File: src/rtl/cce_pkg.sv
package cce_pkg;
  localparam int unsigned ADDR_W = 24;
  localparam int unsigned DATA_W = 32;
  localparam logic [ADDR_W-1:0] END_MARK = 24'hFFFFFF;
  localparam int unsigned CTRL_RUN_BIT  = 0;
  localparam int unsigned CTRL_TRIG_BIT = 1;

  typedef enum logic [1:0] {
    SEL_BASE  = 2'd0,
    SEL_COUNT = 2'd1,
    SEL_CTRL  = 2'd2,
    SEL_NONE  = 2'd3
  } reg_sel_e;

  typedef enum logic {
    ST_IDLE,
    ST_FILL
  } walk_st_e;
endpackage

File: src/rtl/cce_regs.sv
module cce_regs
  import cce_pkg::*;
#(
  parameter int unsigned CNT_W = 16
) (
  input  logic              clk_i,
  input  logic              rst_ni,
  input  logic              we_i,
  input  reg_sel_e          sel_i,
  input  logic [DATA_W-1:0] wdata_i,
  input  logic              active_i,
  input  logic              start_i,
  input  logic              finish_i,
  output logic [ADDR_W-1:0] base_o,
  output logic [CNT_W-1:0]  count_o,
  output logic              run_o,
  output logic              trig_o,
  output logic [DATA_W-1:0] rdata_o
);
  logic [ADDR_W-1:0] base_q;
  logic [CNT_W-1:0]  count_q;
  logic              run_q, trig_q;
  logic              ctrl_wr;

  assign ctrl_wr = we_i && (sel_i == SEL_CTRL);

  always_ff @(posedge clk_i or negedge rst_ni) begin
    if (!rst_ni) begin
      base_q  <= '0;
      count_q <= '0;
      run_q   <= 1'b0;
      trig_q  <= 1'b0;
    end else begin
      if (we_i && sel_i == SEL_BASE)  base_q  <= wdata_i[ADDR_W-1:0];
      if (we_i && sel_i == SEL_COUNT) count_q <= wdata_i[CNT_W-1:0];
      // enable bit is locked while the walker owns it
      if (finish_i)                 run_q <= 1'b0;
      else if (ctrl_wr && !active_i) run_q <= wdata_i[CTRL_RUN_BIT];
      if (start_i)      trig_q <= 1'b0;
      else if (ctrl_wr) trig_q <= wdata_i[CTRL_TRIG_BIT];
    end
  end

  always_comb begin
    rdata_o = '0;
    unique case (sel_i)
      SEL_BASE:  rdata_o[ADDR_W-1:0] = base_q;
      SEL_COUNT: rdata_o[CNT_W-1:0]  = count_q;
      SEL_CTRL: begin
        rdata_o[CTRL_RUN_BIT]  = run_q;
        rdata_o[CTRL_TRIG_BIT] = trig_q;
      end
      default: rdata_o = '0;
    endcase
  end

  assign base_o  = base_q;
  assign count_o = count_q;
  assign run_o   = run_q;
  assign trig_o  = trig_q;
endmodule

File: src/rtl/cce_walker.sv
module cce_walker
  import cce_pkg::*;
#(
  parameter int unsigned MEM_AW = 21,
  parameter int unsigned CNT_W  = 16
) (
  input  logic              clk_i,
  input  logic              rst_ni,
  input  logic              master_en_i,
  input  logic              run_i,
  input  logic              trig_i,
  input  logic [ADDR_W-1:0] base_i,
  input  logic [CNT_W-1:0]  count_i,
  input  logic              mem_ready_i,
  output logic              start_o,
  output logic              finish_o,
  output logic              active_o,
  output logic              mem_we_o,
  output logic [ADDR_W-1:0] mem_addr_o,
  output logic [DATA_W-1:0] mem_wdata_o,
  output logic              done_o
);
  localparam int unsigned LEN_W = CNT_W + 1;
  localparam logic [ADDR_W-1:0] SPACE_MASK = ADDR_W'((64'd1 << MEM_AW) - 64'd1);
  localparam logic [ADDR_W-1:0] ALIGN_MASK = SPACE_MASK & ~ADDR_W'(3);

  walk_st_e          st_q;
  logic [ADDR_W-1:0] cur_q, next_addr;
  logic [LEN_W-1:0]  left_q, len_init;
  logic              done_q, last_w, accept;

  // count of zero stands for the full 2**CNT_W words
  assign len_init  = (count_i == '0) ? {1'b1, {CNT_W{1'b0}}} : {1'b0, count_i};
  assign next_addr = (cur_q - ADDR_W'(4)) & SPACE_MASK;
  assign last_w    = (left_q == LEN_W'(1));
  assign accept    = (st_q == ST_FILL) && mem_ready_i;

  assign start_o     = (st_q == ST_IDLE) && master_en_i && run_i && trig_i;
  assign finish_o    = accept && last_w;
  assign active_o    = (st_q == ST_FILL);
  assign mem_we_o    = (st_q == ST_FILL);
  assign mem_addr_o  = cur_q;
  assign mem_wdata_o = {{(DATA_W-ADDR_W){1'b0}}, (last_w ? END_MARK : next_addr)};
  assign done_o      = done_q;

  always_ff @(posedge clk_i or negedge rst_ni) begin
    if (!rst_ni) begin
      st_q   <= ST_IDLE;
      cur_q  <= '0;
      left_q <= '0;
      done_q <= 1'b0;
    end else begin
      done_q <= finish_o;
      if (start_o) begin
        st_q   <= ST_FILL;
        cur_q  <= base_i & ALIGN_MASK;
        left_q <= len_init;
      end else if (accept) begin
        cur_q  <= next_addr;
        left_q <= left_q - LEN_W'(1);
        if (last_w) st_q <= ST_IDLE;
      end
    end
  end
endmodule

File: src/rtl/chain_clear_engine.sv
module chain_clear_engine
  import cce_pkg::*;
#(
  parameter int unsigned MEM_AW = 21,
  parameter int unsigned CNT_W  = 16
) (
  input  logic        clk_i,
  input  logic        rst_ni,
  input  logic        reg_we_i,
  input  logic [1:0]  reg_addr_i,
  input  logic [31:0] reg_wdata_i,
  output logic [31:0] reg_rdata_o,
  input  logic        master_en_i,
  input  logic        mem_ready_i,
  output logic        mem_we_o,
  output logic [23:0] mem_addr_o,
  output logic [31:0] mem_wdata_o,
  output logic        done_o
);
  logic [ADDR_W-1:0] base;
  logic [CNT_W-1:0]  count;
  logic              run, trig, start, finish, active;

  cce_regs #(.CNT_W(CNT_W)) u_regs (
    .clk_i    (clk_i),
    .rst_ni   (rst_ni),
    .we_i     (reg_we_i),
    .sel_i    (reg_sel_e'(reg_addr_i)),
    .wdata_i  (reg_wdata_i),
    .active_i (active),
    .start_i  (start),
    .finish_i (finish),
    .base_o   (base),
    .count_o  (count),
    .run_o    (run),
    .trig_o   (trig),
    .rdata_o  (reg_rdata_o)
  );

  cce_walker #(.MEM_AW(MEM_AW), .CNT_W(CNT_W)) u_walker (
    .clk_i       (clk_i),
    .rst_ni      (rst_ni),
    .master_en_i (master_en_i),
    .run_i       (run),
    .trig_i      (trig),
    .base_i      (base),
    .count_i     (count),
    .mem_ready_i (mem_ready_i),
    .start_o     (start),
    .finish_o    (finish),
    .active_o    (active),
    .mem_we_o    (mem_we_o),
    .mem_addr_o  (mem_addr_o),
    .mem_wdata_o (mem_wdata_o),
    .done_o      (done_o)
  );
endmodule

File: config.mk
export PLATFORM = sky130hd
export DESIGN_NAME = chain_clear_engine
export DESIGN_NICKNAME = d
export VERILOG_FILES = /design/src/rtl/cce_pkg.sv /design/src/rtl/cce_regs.sv /design/src/rtl/cce_walker.sv /design/src/rtl/chain_clear_engine.sv
export SDC_FILE = /design/constraint.sdc
export NUM_CORES = 1
export LEC_CHECK = 0
export BUFFER_PORTS_ARGS = -buffer_cell sky130_fd_sc_hd__buf_2
export CAP_MARGIN = 20
export CELL_PAD_IN_SITES_DETAIL_PLACEMENT = 1
export CELL_PAD_IN_SITES_GLOBAL_PLACEMENT = 2
export CORE_ASPECT_RATIO = 1.4
export CORE_MARGIN = 3
export CORE_UTILIZATION = 29
export CTS_CLUSTER_SIZE = 30
export DETAILED_ROUTE_END_ITERATION = 6
export PLACE_DENSITY_LB_ADDON = 0.1
export SYNTH_ARGS = -nofsm -noshare
export SYNTH_HDL_FRONTEND = slang
export SYNTH_SLANG_ARGS = --single-unit
File: constraint.sdc
create_clock -name clk_i -period 2.85 [get_ports clk_i]
set_input_delay 0.57 -clock clk_i [delete_from_list [all_inputs] [get_ports clk_i]]
set_output_delay 0.57 -clock clk_i [all_outputs]
set_load 0.02 [all_outputs]
==> flow_summary_export.csv <==
group,metric,value,unit
status,violations,"setup timing",
sta,finalHoldWorstSlack,0.224,ns
finish,fin_area,6140,um^2
power_and_ir_drop,ir_worst_vdd,0.671,mV
min_path,hold_path_class,"in2async",
finish,drive_above_1_share,0.388,
global_route,grt-ovfl-total,0,
clocking,clock_latency,0.34,ns
sta,rsz0062_at_grt,"true",
synth,synthTopCellsByArea,"dfrtp_1 (43%), mux2_2 (9.6%), buf_4 (4.2%)",
drt,dr.pass1.iters,4,
floorplanning,initial_utilization,0.298,
global_route,grt_pass1_vias,4333,
setup_path,r2r_setup_slack,0.55,ns
synth,synth_seq_cells,80,
sta,hold_viol,0,
setup_path,cp_cell_sequence,"or4_4 -> or4_4 -> or4_4 -> nand2_1 -> buf_4",
power_and_ir_drop,total_power,6.61,mW
setup_path,slowest_stage,"or4_4",
synth,synthDistinctLibCells,52,
power_and_ir_drop,p_leak,2.87,nW
synth,ys_seq_area_frac,0.427,
clocking,clockBufferDepth,2,
floorplanning,fp-row-count,54,
synth,postSynthAreaPerCell,9.66,um^2
drt,drtIter0Drc,176,
synth,synth-async-reset-ratio,1.00,
power_and_ir_drop,power.density,1080,nW/um^2
drt,vias_per_cell,5.20,
finish,final_util,0.390,
global_route,grt_use_total,0.184,
clocking,cts_root_buffer,"clkbuf_16",
floorplanning,coreArea,15700,um^2
setup_path,crit_family,"simple AND/OR/NAND/NOR gates",
clocking,clock-sinks,80,
setup_path,crit_top_cell,"or4_4",
setup_path,path_max_fanout,5,
clocking,numCtsBuffers,9,
sta,tightest_slew,0.610,ns
global_route,gr-usage-met2,0.310,
sta,finalClockSkew,0.00856,ns
synth,synth_largest_area_cell,"dfrtp_1",
synth,yosys_warnings,0,
global_route,gr-usage-met3,0.0313,
sta,min_period,3.20,ns
sta,setup_ws,-0.348,ns
drt,post_drt_wl_per_cell,19.9,um
placed_design,post-place-cells,781,
finish,fillers,1812,
placed_design,gp_congestion,0.856,
finish,fin_cells,805,
setup_path,slowest_delay,0.55,ns
drt,vias,4189,
synth,synthFlopType,"dfrtp_1",
setup_path,worstSetupEndpointType,"output pin",
drt,routed_wl,16000,um
finish,area_delta_synth_final,31.1,%
synth,postSynthCellCount,485,
clocking,path_clk_slew,0.06,ns
setup_path,start_kind,"flop",
setup_path,crit_arrival,2.63,ns
global_route,grt_busiest_layer,"met2",
finish,antennaDiodeCount,0,
floorplanning,num_io_pins,129,
global_route,antenna_found_initial,0,
drt,drc,0,
sta,maxSlewHeadroom,0.592,
placed_design,dpl-instance-area,5550,um^2
placed_design,hpwl,11500,um
sta,fin_crit_sh,1.12,
floorplanning,die_area,17700,um^2
synth,synth_edf_count,0,
synth,synth_top_area_frac,0.427,
floorplanning,die_w,113,um
clocking,h-tree-depth,3,
placed_design,port_buffers,99,
setup_path,cp_num_buf_inv,1,
global_route,grt_pass1_wl,25400,um
setup_path,worstPathRequired,2.28,ns
clocking,cts_tree,"yes",
sta,clock.fmax,0.313,GHz
sta,setup-tns-final,-6.90,ns
synth,syn_area,4690,um^2
drt,ant_nets,0,
status,outcome,"finished with violations",
finish,fin_nets,646,
job,drv_cap,0,
floorplanning,chipHeight,156,um
global_route,grt_max_degree,42,
sta,finalMaxSlewViolations,0,
global_route,met1_usage,0.245,
clocking,holdBufCountCts,0,
placed_design,dp_slack,-0.0536,ns
sta,setup_violations,23,
setup_path,criticalPathCategory,"reg2out",
==> cells in the mapped netlist (4+ instances only) <==
cell / n
dfrtp_1: 80
nand2_1: 51
mux2_2: 40
nor2_1: 39
buf_4: 26
clkbuf_1: 23
o21ai_0: 21
mux2i_1: 18
nor4_1: 16
nor3_1: 14
nand3_1: 12
and2_1: 11
o311ai_0: 10
xnor2_1: 9
or4_1: 8
xor2_1: 8
a21oi_1: 7
inv_1: 7
a221o_1: 6
or2_2: 6
a22oi_1: 5
nand4_1: 5
or3_1: 5
a21o_1: 4
a31oi_1: 4
buf_1: 4
==> logic make-up (layout without fill, tap and decap cells) <==
group	count (synthesis)	in the layout	synth area share
simple gates	192	195	0.216
other cells	1	21	0.000800
fa+ha+maj	3	3	0.00801
mux	58	58	0.135
flops	80	80	0.427
xor+xnor	17	17	0.0318
compound gates	71	71	0.106
buf+inv	63	164	0.0761
==> worst paths after layout <==
| kind | from | end | depth (start not counted) |
|---|---|---|---|
| max in group asynchronous | rst_ni | u_regs.base_o[15]$_DFFE_PN0P_ | 2 |
| max | u_walker.left_q[7]$_DFFE_PN0P_ | mem_wdata_o[18] | 5 |
| min | rst_ni | u_walker.done_o$_DFF_PN0_ | 1 |
| min in group clk_i | reg_wdata_i[16] | u_regs.base_o[16]$_DFFE_PN0P_ | 2 |
| max reg2reg | u_walker.left_q[7]$_DFFE_PN0P_ | u_walker.done_o$_DFF_PN0_ | 5 |
| min reg2reg | u_regs.base_o[21]$_DFFE_PN0P_ | u_regs.base_o[21]$_DFFE_PN0P_ | 1 |
==> cell type report <==
class / count / area, um^2 / share of cell area
sequential: 80 / 2000 / 0.326
timing repair buffer: 141 / 973 / 0.158
inverter: 7 / 31.3 / 0.00509
clock inverter: 6 / 91.3 / 0.0149
clock buffer: 10 / 239 / 0.0389
tap: 196 / 245 / 0.0399
multi-input combinational: 365 / 2560 / 0.417
==> layout by cell type, fill, tap and decap left out, drive strengths merged, types with 4 or more instances in the layout <==
cell type,instances
or4,14
a31oi,4
xor2,8
o21ai,21
and2,11
or2,6
a221o,6
conb,21
xnor2,9
clkbuf,10
nand3,12
buf,141
or3,5
inv,8
nor4,16
nand2,51
a21o,4
a22oi,5
mux2,40
dfrtp,80
o311ai,10
nor3,14
mux2i,18
a21oi,7
nor2,40
nand4,5
==> flip-flops by register name, summed over array words and instances, names as in the netlist <==
register	cells
u_regs.run_o	1
u_regs.count_o	16
u_walker.active_o	1
u_regs.base_o	24
u_walker.left_q	17
u_walker.done_o	1
u_walker.mem_addr_o	19
u_regs.trig_o	1
==> metal layers <==
| metal | vias up | part of all wire |
|---|---|---|
| met4 | 0 | 0.015 |
| met2 | 121 | 0.50 |
| met1 | 2094 | 0.44 |
| li1 | 1962 | - |
| met3 | 12 | 0.048 |
| met5 | - | 0 |
==> timing repair <==
item	CTS	global route
pin swaps	10	6
gates cloned	2	1
setup buffers	4	1
endpoints found under the setup margin	24	24
hold endpoints to repair	0	0
gates resized for setup	53	8
==> where the power goes <==
part	internal, mW	switching, mW
sequential	1.48	0.435
clock	0.794	0.490
combinational	1.52	1.89
total	3.80	2.81
No activity file was read; power rests on OpenSTA's default activity.
